$ cat src/rtl/rxp_pkg.sv
package rxp_pkg;
  localparam int unsigned BUS_BYTES = 4;
  localparam int unsigned LANE_W    = $clog2(BUS_BYTES);
  localparam int unsigned FILL_W    = LANE_W + 1;

  typedef enum logic [1:0] {SZ_B = 2'd0, SZ_H = 2'd1, SZ_W = 2'd2} wsize_e;
  typedef enum logic [1:0] {
    CS_NONE = 2'd0, CS_END = 2'd1, CS_ERR = 2'd2, CS_CNT = 2'd3
  } cause_e;
  typedef enum logic {ST_RUN = 1'b0, ST_FLUSH = 1'b1} st_e;

  function automatic wsize_e align_size(input logic [LANE_W-1:0] a);
    if (a[0]) return SZ_B;
    if (a[1]) return SZ_H;
    return SZ_W;
  endfunction

  function automatic logic [FILL_W-1:0] size_bytes(input wsize_e s);
    case (s)
      SZ_B:    return FILL_W'(1);
      SZ_H:    return FILL_W'(2);
      default: return FILL_W'(4);
    endcase
  endfunction

  // widest aligned piece not exceeding n bytes
  function automatic wsize_e fit_size(input logic [LANE_W-1:0] a,
                                      input logic [FILL_W-1:0] n);
    wsize_e al, nf;
    al = align_size(a);
    if (n >= FILL_W'(4))      nf = SZ_W;
    else if (n >= FILL_W'(2)) nf = SZ_H;
    else                      nf = SZ_B;
    return (nf < al) ? nf : al;
  endfunction
endpackage

$ cat src/rtl/rxp_packer.sv
module rxp_packer
  import rxp_pkg::*;
(
  input  logic                 clk_i,
  input  logic                 rst_ni,
  input  logic [LANE_W-1:0]    ptr_i,
  input  logic                 push_i,
  input  logic [7:0]           byte_i,
  input  logic                 flush_i,
  input  logic                 wr_ready_i,
  output logic                 room_o,
  output logic                 empty_o,
  output logic                 wr_req_o,
  output wsize_e               wr_size_o,
  output logic [8*BUS_BYTES-1:0] wr_data_o,
  output logic                 done_o,
  output logic [FILL_W-1:0]    done_bytes_o
);
  logic [FILL_W-1:0] fill_q;
  logic              req_q;
  wsize_e            size_q;
  wsize_e            size_al, size_nx;
  logic              enough, issue;
  logic [LANE_W-1:0] lane;

  assign size_al = align_size(ptr_i);
  assign enough  = fill_q >= size_bytes(size_al);
  assign size_nx = flush_i ? fit_size(ptr_i, fill_q) : size_al;
  assign issue   = !req_q && (flush_i ? (fill_q != '0) : enough);
  assign lane    = ptr_i + fill_q[LANE_W-1:0];

  assign room_o       = !req_q && !enough;
  assign empty_o      = (fill_q == '0) && !req_q;
  assign done_o       = req_q && wr_ready_i;
  assign done_bytes_o = size_bytes(size_q);
  assign wr_req_o     = req_q;
  assign wr_size_o    = size_q;

  for (genvar k = 0; k < BUS_BYTES; k++) begin : g_lane
    logic [7:0] lane_q;
    always_ff @(posedge clk_i or negedge rst_ni) begin
      if (!rst_ni)                                   lane_q <= '0;
      else if (push_i && (lane == LANE_W'(k)))       lane_q <= byte_i;
    end
    assign wr_data_o[8*k +: 8] = lane_q;
  end

  always_ff @(posedge clk_i or negedge rst_ni) begin
    if (!rst_ni) begin
      fill_q <= '0;
      req_q  <= 1'b0;
      size_q <= SZ_B;
    end else begin
      if (push_i)      fill_q <= fill_q + FILL_W'(1);
      else if (done_o) fill_q <= fill_q - size_bytes(size_q);
      if (done_o)      req_q <= 1'b0;
      else if (issue) begin
        req_q  <= 1'b1;
        size_q <= size_nx;
      end
    end
  end
endmodule

$ cat src/rtl/rxp_desc.sv
module rxp_desc
  import rxp_pkg::*;
#(
  parameter int unsigned ADDR_W = 32,
  parameter int unsigned CNT_W  = 16
) (
  input  logic              clk_i,
  input  logic              rst_ni,
  input  logic [ADDR_W-1:0] base0_i,
  input  logic [ADDR_W-1:0] base1_i,
  input  logic [CNT_W-1:0]  max0_i,
  input  logic [CNT_W-1:0]  max1_i,
  input  logic              push_i,
  input  logic              adv_i,
  input  logic [FILL_W-1:0] adv_bytes_i,
  input  logic              term_i,
  output logic [ADDR_W-1:0] ptr_o,
  output logic              at_limit_o,
  output logic              sel_o
);
  logic [ADDR_W-1:0] addr_q, base_cur;
  logic [CNT_W-1:0]  cnt_q, max_cur;
  logic              sel_q, fresh_q;

  assign base_cur   = sel_q ? base1_i : base0_i;
  assign max_cur    = sel_q ? max1_i : max0_i;
  // base is taken live until the first byte of a buffer lands
  assign ptr_o      = fresh_q ? base_cur : addr_q;
  assign at_limit_o = ({1'b0, cnt_q} + (CNT_W+1)'(1)) >= {1'b0, max_cur};
  assign sel_o      = sel_q;

  always_ff @(posedge clk_i or negedge rst_ni) begin
    if (!rst_ni) begin
      addr_q  <= '0;
      cnt_q   <= '0;
      sel_q   <= 1'b0;
      fresh_q <= 1'b1;
    end else if (term_i) begin
      sel_q   <= ~sel_q;
      fresh_q <= 1'b1;
      cnt_q   <= '0;
    end else begin
      if (push_i) begin
        cnt_q <= cnt_q + CNT_W'(1);
        if (fresh_q) begin
          addr_q  <= base_cur;
          fresh_q <= 1'b0;
        end
      end
      if (adv_i) addr_q <= addr_q + ADDR_W'(adv_bytes_i);
    end
  end
endmodule

$ cat src/rtl/rxp_status.sv
module rxp_status
  import rxp_pkg::*;
(
  input  logic   clk_i,
  input  logic   rst_ni,
  input  logic   term_i,
  input  cause_e cause_i,
  input  logic   tc_set_i,
  input  logic   irq_clr_i,
  output logic   irq_o,
  output cause_e cause_o,
  output logic   tc_o
);
  always_ff @(posedge clk_i or negedge rst_ni) begin
    if (!rst_ni) begin
      irq_o   <= 1'b0;
      cause_o <= CS_NONE;
      tc_o    <= 1'b0;
    end else begin
      tc_o <= tc_set_i;
      if (term_i) begin
        irq_o   <= 1'b1;
        cause_o <= cause_i;
      end else if (irq_clr_i) begin
        irq_o <= 1'b0;
      end
    end
  end
endmodule

$ cat src/rtl/rxp_channel.sv
module rxp_channel
  import rxp_pkg::*;
#(
  parameter int unsigned ADDR_W = 32,
  parameter int unsigned CNT_W  = 16
) (
  input  logic              clk_i,
  input  logic              rst_ni,
  input  logic [ADDR_W-1:0] base0_i,
  input  logic [ADDR_W-1:0] base1_i,
  input  logic [CNT_W-1:0]  max0_i,
  input  logic [CNT_W-1:0]  max1_i,
  input  logic              ign_err_i,
  input  logic              rx_valid_i,
  input  logic [7:0]        rx_data_i,
  input  logic              rx_last_i,
  input  logic              rx_err_i,
  output logic              rx_ready_o,
  output logic              rx_tc_o,
  output logic              wr_req_o,
  output logic [ADDR_W-1:0] wr_addr_o,
  output logic [1:0]        wr_size_o,
  output logic [31:0]       wr_data_o,
  input  logic              wr_ready_i,
  output logic              irq_o,
  input  logic              irq_clr_i,
  output logic [1:0]        cause_o,
  output logic              next_buf_o
);
  st_e               st_q;
  cause_e            pend_q, cause_s;
  logic [ADDR_W-1:0] ptr;
  logic              room, empty, done, at_limit, sel;
  logic              accept, keep, push, end_hit, cnt_hit, term;
  logic [FILL_W-1:0] done_bytes;
  wsize_e            size_s;

  assign rx_ready_o = (st_q == ST_RUN) && room;
  assign accept     = rx_valid_i && rx_ready_o;
  assign keep       = !(rx_err_i && !ign_err_i);
  assign push       = accept && keep;
  assign end_hit    = accept && (rx_last_i || rx_err_i);
  assign cnt_hit    = push && at_limit;
  assign term       = (st_q == ST_FLUSH) && empty;

  always_ff @(posedge clk_i or negedge rst_ni) begin
    if (!rst_ni) begin
      st_q   <= ST_RUN;
      pend_q <= CS_NONE;
    end else if (term) begin
      st_q <= ST_RUN;
    end else if (end_hit || cnt_hit) begin
      st_q   <= ST_FLUSH;
      pend_q <= rx_err_i ? CS_ERR : (rx_last_i ? CS_END : CS_CNT);
    end
  end

  rxp_packer u_packer (
    .clk_i        (clk_i),
    .rst_ni       (rst_ni),
    .ptr_i        (ptr[LANE_W-1:0]),
    .push_i       (push),
    .byte_i       (rx_data_i),
    .flush_i      (st_q == ST_FLUSH),
    .wr_ready_i   (wr_ready_i),
    .room_o       (room),
    .empty_o      (empty),
    .wr_req_o     (wr_req_o),
    .wr_size_o    (size_s),
    .wr_data_o    (wr_data_o),
    .done_o       (done),
    .done_bytes_o (done_bytes)
  );

  rxp_desc #(.ADDR_W(ADDR_W), .CNT_W(CNT_W)) u_desc (
    .clk_i       (clk_i),
    .rst_ni      (rst_ni),
    .base0_i     (base0_i),
    .base1_i     (base1_i),
    .max0_i      (max0_i),
    .max1_i      (max1_i),
    .push_i      (push),
    .adv_i       (done),
    .adv_bytes_i (done_bytes),
    .term_i      (term),
    .ptr_o       (ptr),
    .at_limit_o  (at_limit),
    .sel_o       (sel)
  );

  rxp_status u_status (
    .clk_i     (clk_i),
    .rst_ni    (rst_ni),
    .term_i    (term),
    .cause_i   (pend_q),
    .tc_set_i  (cnt_hit && !end_hit),
    .irq_clr_i (irq_clr_i),
    .irq_o     (irq_o),
    .cause_o   (cause_s),
    .tc_o      (rx_tc_o)
  );

  assign wr_addr_o  = ptr;
  assign wr_size_o  = size_s;
  assign cause_o    = cause_s;
  assign next_buf_o = sel;
endmodule

$ cat config.mk
export PLATFORM = sky130hd
export DESIGN_NAME = rxp_channel
export DESIGN_NICKNAME = d
export VERILOG_FILES = /design/src/rtl/rxp_pkg.sv /design/src/rtl/rxp_packer.sv /design/src/rtl/rxp_desc.sv /design/src/rtl/rxp_status.sv /design/src/rtl/rxp_channel.sv
export SDC_FILE = /design/constraint.sdc
export NUM_CORES = 1
export LEC_CHECK = 0
export BUFFER_PORTS_ARGS = -buffer_cell sky130_fd_sc_hd__buf_2
export CAP_MARGIN = 20
export CORE_AREA = 2 2 107 109
export CTS_CLUSTER_DIAMETER = 120
export CTS_CLUSTER_SIZE = 10
export DETAILED_ROUTE_END_ITERATION = 16
export DIE_AREA = 0 0 109 111
export GPL_TIMING_DRIVEN = 0
export PLACE_DENSITY = 0.86
export SLEW_MARGIN = 20
export SYNTH_ARGS = -nofsm -noshare
export SYNTH_HDL_FRONTEND = slang
export SYNTH_SLANG_ARGS = --single-unit
export TNS_END_PERCENT = 10
$ cat constraint.sdc
create_clock -name clk_i -period 10 [get_ports clk_i]
set_clock_uncertainty 0.1 [all_clocks]
set_input_delay 2 -clock clk_i [delete_from_list [all_inputs] [get_ports clk_i]]
set_output_delay 2 -clock clk_i [all_outputs]
set_load 0.05 [all_outputs]
* Word level (Yosys, flattened, before mapping)
Cells that the tools add are included.
** Storage, ports and cells
- Output and inout port bits :: 73
- Logic and storage cells :: 107
- Bits in registers :: 95
- Bits of input ports :: 112
** Operators by class
- Bitwise operators :: 4
- $lt $le $gt $ge :: 5
- Equality and inequality tests :: 5
- Reduce and logical (&&, ||, !) cells :: 36
- Mux-type cells :: 35
- Add/subtract/negate cells :: 6
** Operators by type and width (number)
- $mux W32 :: 4
- $mux W16 :: 3
- $add A32 B3 Y32 :: 1
- $mux W2 :: 9
- $add A16 B1 Y17 const B :: 1
- $ge A17 B16 Y1 :: 1
- $add A16 B1 Y16 const B :: 1
- $logic_and A1 B1 Y1 :: 16
- $mux W1 :: 13
- $mux W3 :: 4
- $pmux W3 S2 :: 2
- $reduce_bool A2 Y1 :: 5
- $eq A2 B1 Y1 const B :: 3
- $logic_not A2 Y1 :: 3
- $reduce_and A2 Y1 :: 3
- $logic_not A1 Y1 :: 5
- $eq A2 B2 Y1 const B :: 2
- $not A1 Y1 :: 4
- $add A3 B1 Y3 const B :: 1
- $ge A3 B2 Y1 const B :: 1
- $ge A3 B3 Y1 :: 1
- $ge A3 B3 Y1 const B :: 1
- $logic_not A3 Y1 :: 1
- $reduce_bool A3 Y1 :: 1
- other kinds (4) :: 5

* Logic depth before layout (Yosys ltp)
- Depth after elaboration :: 18
- Depth in mapped cells :: 18
- Gate-level depth less buffers :: 15

* By module
From an unflattened synthesis, not the netlist that was laid out.
** Unflattened totals
- Cells, all modules :: 700
- Area total of the unflattened synthesis :: 6407.4 um^2
** Modules (own cells, without submodules)
- rxp_desc :: cells an instance 546, area each 4367.9 um^2, seq. area each 1252.5 um^2, instances 1
- rxp_packer :: cells an instance 127, area each 1721.7 um^2, seq. area each 950.9 um^2, instances 1
- rxp_channel :: cells an instance 19, area each 182.7 um^2, seq. area each 75.1 um^2, instances 1
- rxp_status :: cells an instance 8, area each 135.1 um^2, seq. area each 100.1 um^2, instances 1

* Worst setup path before layout
Ideal clock, no wire load.
- Kind :: input-to-output
- Start point :: input port base1_i[1]
- End point :: output port rx_ready_o
- Arrival time :: 4029 ps
- Required time :: 7900 ps
- Path buffers :: 0
- Stages on the path :: 7
- Path slack :: 3871 ps
- Path through :: mux2i_1 -> a21oi_4 -> or2_2 -> ha_1 -> a211o_1 -> a31oi_2 -> and2_1
** Between the ends
- Cells in the longest elaborated chain, start to end :: 12
- Elaborated cells on any way between the ends :: 14
- Classes of those cells :: order compare: 1; eq/ne: 1; mux: 8; reduce/logical: 4
** Ends and longest elaborated chain
- start, declared :: RTL line rxp_channel.sv:10 : input logic [ADDR_W-1:0] base1_i,
- $mux W32 * :: RTL line rxp_desc.sv:25 : assign base_cur = sel_q ? base1_i : base0_i;
- $mux W32 *
- named net wr_addr_o[1] :: RTL line rxp_channel.sv:21 : output logic [ADDR_W-1:0] wr_addr_o,
- $mux W1 (2 in series) :: RTL line rxp_pkg.sv:14 : if (a[1]) return SZ_H;
- $mux W2 * :: RTL line rxp_pkg.sv:15 : return SZ_W;
- $mux W2 * :: RTL line rxp_pkg.sv:14
- $eq A2 B1 Y1 or $logic_not A2 Y1 (tied branches) :: RTL line rxp_pkg.sv:19 : case (s)
- $pmux W3 S2 * :: RTL line rxp_pkg.sv:19
- $ge A3 B3 Y1 * :: RTL line rxp_packer.sv:27 : assign enough = fill_q >= size_bytes(size_al);
- $logic_not A1 Y1 * :: RTL line rxp_packer.sv:32 : assign room_o = !req_q && !enough;
- $logic_and A1 B1 Y1 * :: RTL line rxp_packer.sv:32
- $logic_and A1 B1 Y1 * :: RTL line rxp_channel.sv:38 : assign rx_ready_o = (st_q == ST_RUN) && room;
- end, declared :: RTL line rxp_channel.sv:18 : output logic rx_ready_o,
The timed path passes the listed nets; every way through them passes the cells marked *. The select of a mux whose other input is x is not followed.

* Final worst setup path
- Start point :: input port base1_i[0]
- End point :: output port rx_ready_o
** Between the ends
- Cells in the longest elaborated chain, start to end :: 10
- Elaborated cells on any way between the ends :: 11
- Classes of those cells :: order compare: 1; eq/ne: 1; mux: 5; reduce/logical: 4
** Ends and longest elaborated chain
- $mux W32 * :: RTL line rxp_desc.sv:25
- $mux W32 *
- $mux W1 * :: RTL line rxp_pkg.sv:13 : if (a[0]) return SZ_B;
- $mux W2 * :: RTL line rxp_pkg.sv:14
- $eq A2 B1 Y1 or $logic_not A2 Y1 (tied branches) :: RTL line rxp_pkg.sv:19
- $pmux W3 S2 * :: RTL line rxp_pkg.sv:19
- $ge A3 B3 Y1 * :: RTL line rxp_packer.sv:27
- $logic_not A1 Y1 * :: RTL line rxp_packer.sv:32
- $logic_and A1 B1 Y1 * :: RTL line rxp_packer.sv:32
- $logic_and A1 B1 Y1 * :: RTL line rxp_channel.sv:38
Mark *: on every way between the ends. The rest lies on a longest branch, timed or not.

==> qor.yml <==
drcViolationCount: 0
core_area_um2: 11100
post_drt_wl_per_cell_um: 16.9
final_max_slew_viol_count: 0
max_freq_mhz: 157
viasPerCell: 5.86
fillCellCount: 894
via_count: 5845
initial_core_util_pct: 55.0
synth_area_um2: 6090
leakagePower_nw: 3.78
hold_path_depth: 2
drt_iter0_markers: 465
dpl_cell_area_um2: 7230
crit_required_ps: 7900
path_clk_slew_ps: 70
use_met3_pct: 5.58
fin_crit_ps: 6350
crit_chain: "buf_2 -> mux2i_1 -> a21oi_1 -> or2_2 -> ha_1 -> a211o_1 -> a31oi_2 -> and2_1 -> buf_2"
insertion_delay_ps: 360
grt_start_max_net_pins: 59
cts_hold_buf: 0
cts.sinks: 95
ios: 185
cp_data_arrival_time_ps: 4250
path_delay_family: "compound AO/OA/AOI/OAI gates"
synthFlopType: "dfrtp_1"
irDropWorstVdd_mv: 0.243
grt_pass1_vias: 5554
antenna_found_initial: 1
critical_path.max_fanout: 6
die_y_um: 111
status: "finished, final reports clean"
ff2ff_path_depth: 18
top_usage_layer: "met2"
power.density_nw_per_um2: 350
path_common_cell: "buf_2"
synth-edff-count: 0
synth_async_sr_flop_share_pct: 100
worst_slew_pin_slew_ps: 713
yosysWarnings: 0
root_buffer: "clkbuf_16"
cts_tree: "built"
synthesis.nets: 795
path_class: "primary input to output pin"
synth.largest_area_cell: "dfrtp_1"
fin_setup_tns_ps: 0
cp-start-kind: "primary input"
cts_resized: 0
grtUsageTotal_pct: 28.0
syn_avg_cell_area_um2: 9.35
rows: 39
dpl.hpwl_um: 12500
die-area_um2: 12100
rsz0062_at_grt: "no"
stdcell_area_um2: 7550
drive_gt1_share_pct: 31.4
grtUsageMet1_pct: 37.9
finalHoldViolations: 0
crit_cells: 9
numCtsBuffers: 9
fin_crit_sh_pct: 63.5
setup_viol: 0
die_width_um: 109
grt_remaining_overflow: 0
grt_pass1_wl_um: 26700
htreeDepth: 3
crit_path_end_kind: "output pin"
drt_wl_total_um: 16800
layout.nets: 991
synth.distinct_cells: 59
synth.area.top_cells: "dfrtp_1 39%, mux2i_1 7.7%, mux2_2 6.1%"
synth_top_cell_area_share_pct: 38.6
yosysSeqAreaShare_pct: 39.0
hold_path_class: "register to register"
clock_path_buffers: 2
cts_setup_buffers: 0
syn-instance-count: 652
max_slew_margin_pct: 52.3
gp_congestion: 0.928
drt_pass1_iterations: 5
cap_violations: 0
syn_to_final_growth_pct: 23.8
ant_nets: 0
critPathMaxStageDelay_ps: 380
critPathSlowestCell: "or2_2"
crit_buf_inv: 2
met2_usage_pct: 44.3
ys_ff_latch: 95
place.port_buffers: 184
[registers in the layout, summed over array words and instances (netlist names), 2 cells and up]
signal / cells
u_desc.cnt_q: 16
u_packer.g_lane.lane_q: 32
u_packer.wr_size_o: 2
u_status.cause_o: 2
u_desc.addr_q: 32
u_packer.fill_q: 3
pend_q: 2
[cell usage in the layout, fill, tap and decap left out, types with 4 or more instances in the layout]
cell / netlist / routed
a211oi_1: 13 / 13
a21o_1: 4 / 4
a21oi_1: 62 / 62
a311oi_1: 8 / 8
a31oi_1: 7 / 7
and2_1: 10 / 10
and3_1: 12 / 12
and4_1: 6 / 6
buf_1: 7 / 7
buf_2: 11 / 194
buf_6: 3 / 4
clkbuf_1: 9 / 9
clkbuf_16: 0 / 9
dfrtp_1: 94 / 94
ha_1: 29 / 29
inv_1: 18 / 18
mux2_2: 33 / 33
mux2i_1: 47 / 47
nand2_1: 59 / 59
nand2b_1: 4 / 4
nand3_1: 23 / 23
nor2_1: 67 / 67
nor3_1: 10 / 10
nor3b_1: 4 / 4
o21ai_0: 30 / 30
o22ai_1: 5 / 5
o31ai_1: 5 / 5
xnor2_1: 15 / 15
xor2_1: 6 / 6
[report_power, final]
part           switching, mW  internal (mW)  total, mW
clock                  0.165          0.199      0.365
sequential             0.135          0.539      0.674
combinational           1.12          0.480       1.60
total                   1.42           1.22       2.64
[path summary, 6_finish.rpt]
check	slack (ps)	startpoint	end
worst min register to register	380	u_status.cause_o[0]	u_status.cause_o[0]
worst max-delay path	3650	base1_i[0]	rx_ready_o
worst min-delay path	380	u_status.cause_o[0]	u_status.cause_o[0]
max in group asynchronous	7740	rst_ni	u_packer.wr_size_o[0]
worst max register to register	5370	u_desc.fresh_q	u_packer.fill_q[2]
min in group asynchronous	1430	rst_ni	u_desc.addr_q[31]
[synthesized netlist by cell type (8+ instances only)]
cell type   n
a211oi_1   13
ha_1       29
nand2_1    59
nor3_1     10
and2_1     10
a21oi_1    62
mux2_2     33
xnor2_1    15
mux2i_1    47
inv_1      18
buf_2      11
and3_1     12
o21ai_0    30
nor2_1     67
clkbuf_1    9
dfrtp_1    94
nand3_1    23
a311oi_1    8
[stage by stage]
step	util [%]	total power, mW	instances	setup WS (ps)	hold slack (ps)
global placement	64.9	2.22	979	3680	360
global route	68.1	2.79	997	3540	408
detailed placement	65.3	2.26	980	3650	369
floorplan	-	1.87	652	3870	363
CTS	68.1	2.63	996	3640	385
finish	68.1	2.64	997	3650	379
[final cells by class]
type	count	area (um^2)	share of cell area, %
diodes	1	2.50	0.0332
repair buffers	185	955	12.7
flip-flops and latches	95	2380	31.5
clock inverters	7	90.1	1.19
plain buffers	32	164	2.17
well taps	143	179	2.37
inverters	18	67.6	0.895
clock buffers	9	225	2.98
multi-input cells	507	3480	46.2
[logic make-up after synthesis]
family | Yosys count | share of synthesized area (%)
simple gates | 220 | 17.9
compound gates | 155 | 15.8
flops | 95 | 39.0
mux | 80 | 13.8
buf+inv | 50 | 3.80
fa+ha+maj | 31 | 6.61
xor+xnor | 21 | 3.02
[worst reg2reg max path, stage by stage, from the launching register on]
cell	delay, ps
dfstp_2	560
buf_2	230
nor2_1	80
a21oi_1	340
or2_2	230
ha_1	250
a211o_1	310
a31oi_2	290
nand2_1	220
buf_2	250
buf_1	310
nand2_1	160
ha_1	150
inv_1	50
fa_1	420
a21boi_0	150
a21oi_1	150
o22ai_1	90
xor2_1	160
[metal layers]
layer	vias up	part of all wire (%)
met4	0	2.9
met2	281	47
met5	-	0
met1	2769	41
met3	41	8.6
li1	2754	-
Power figures use the tool's default switching activity.
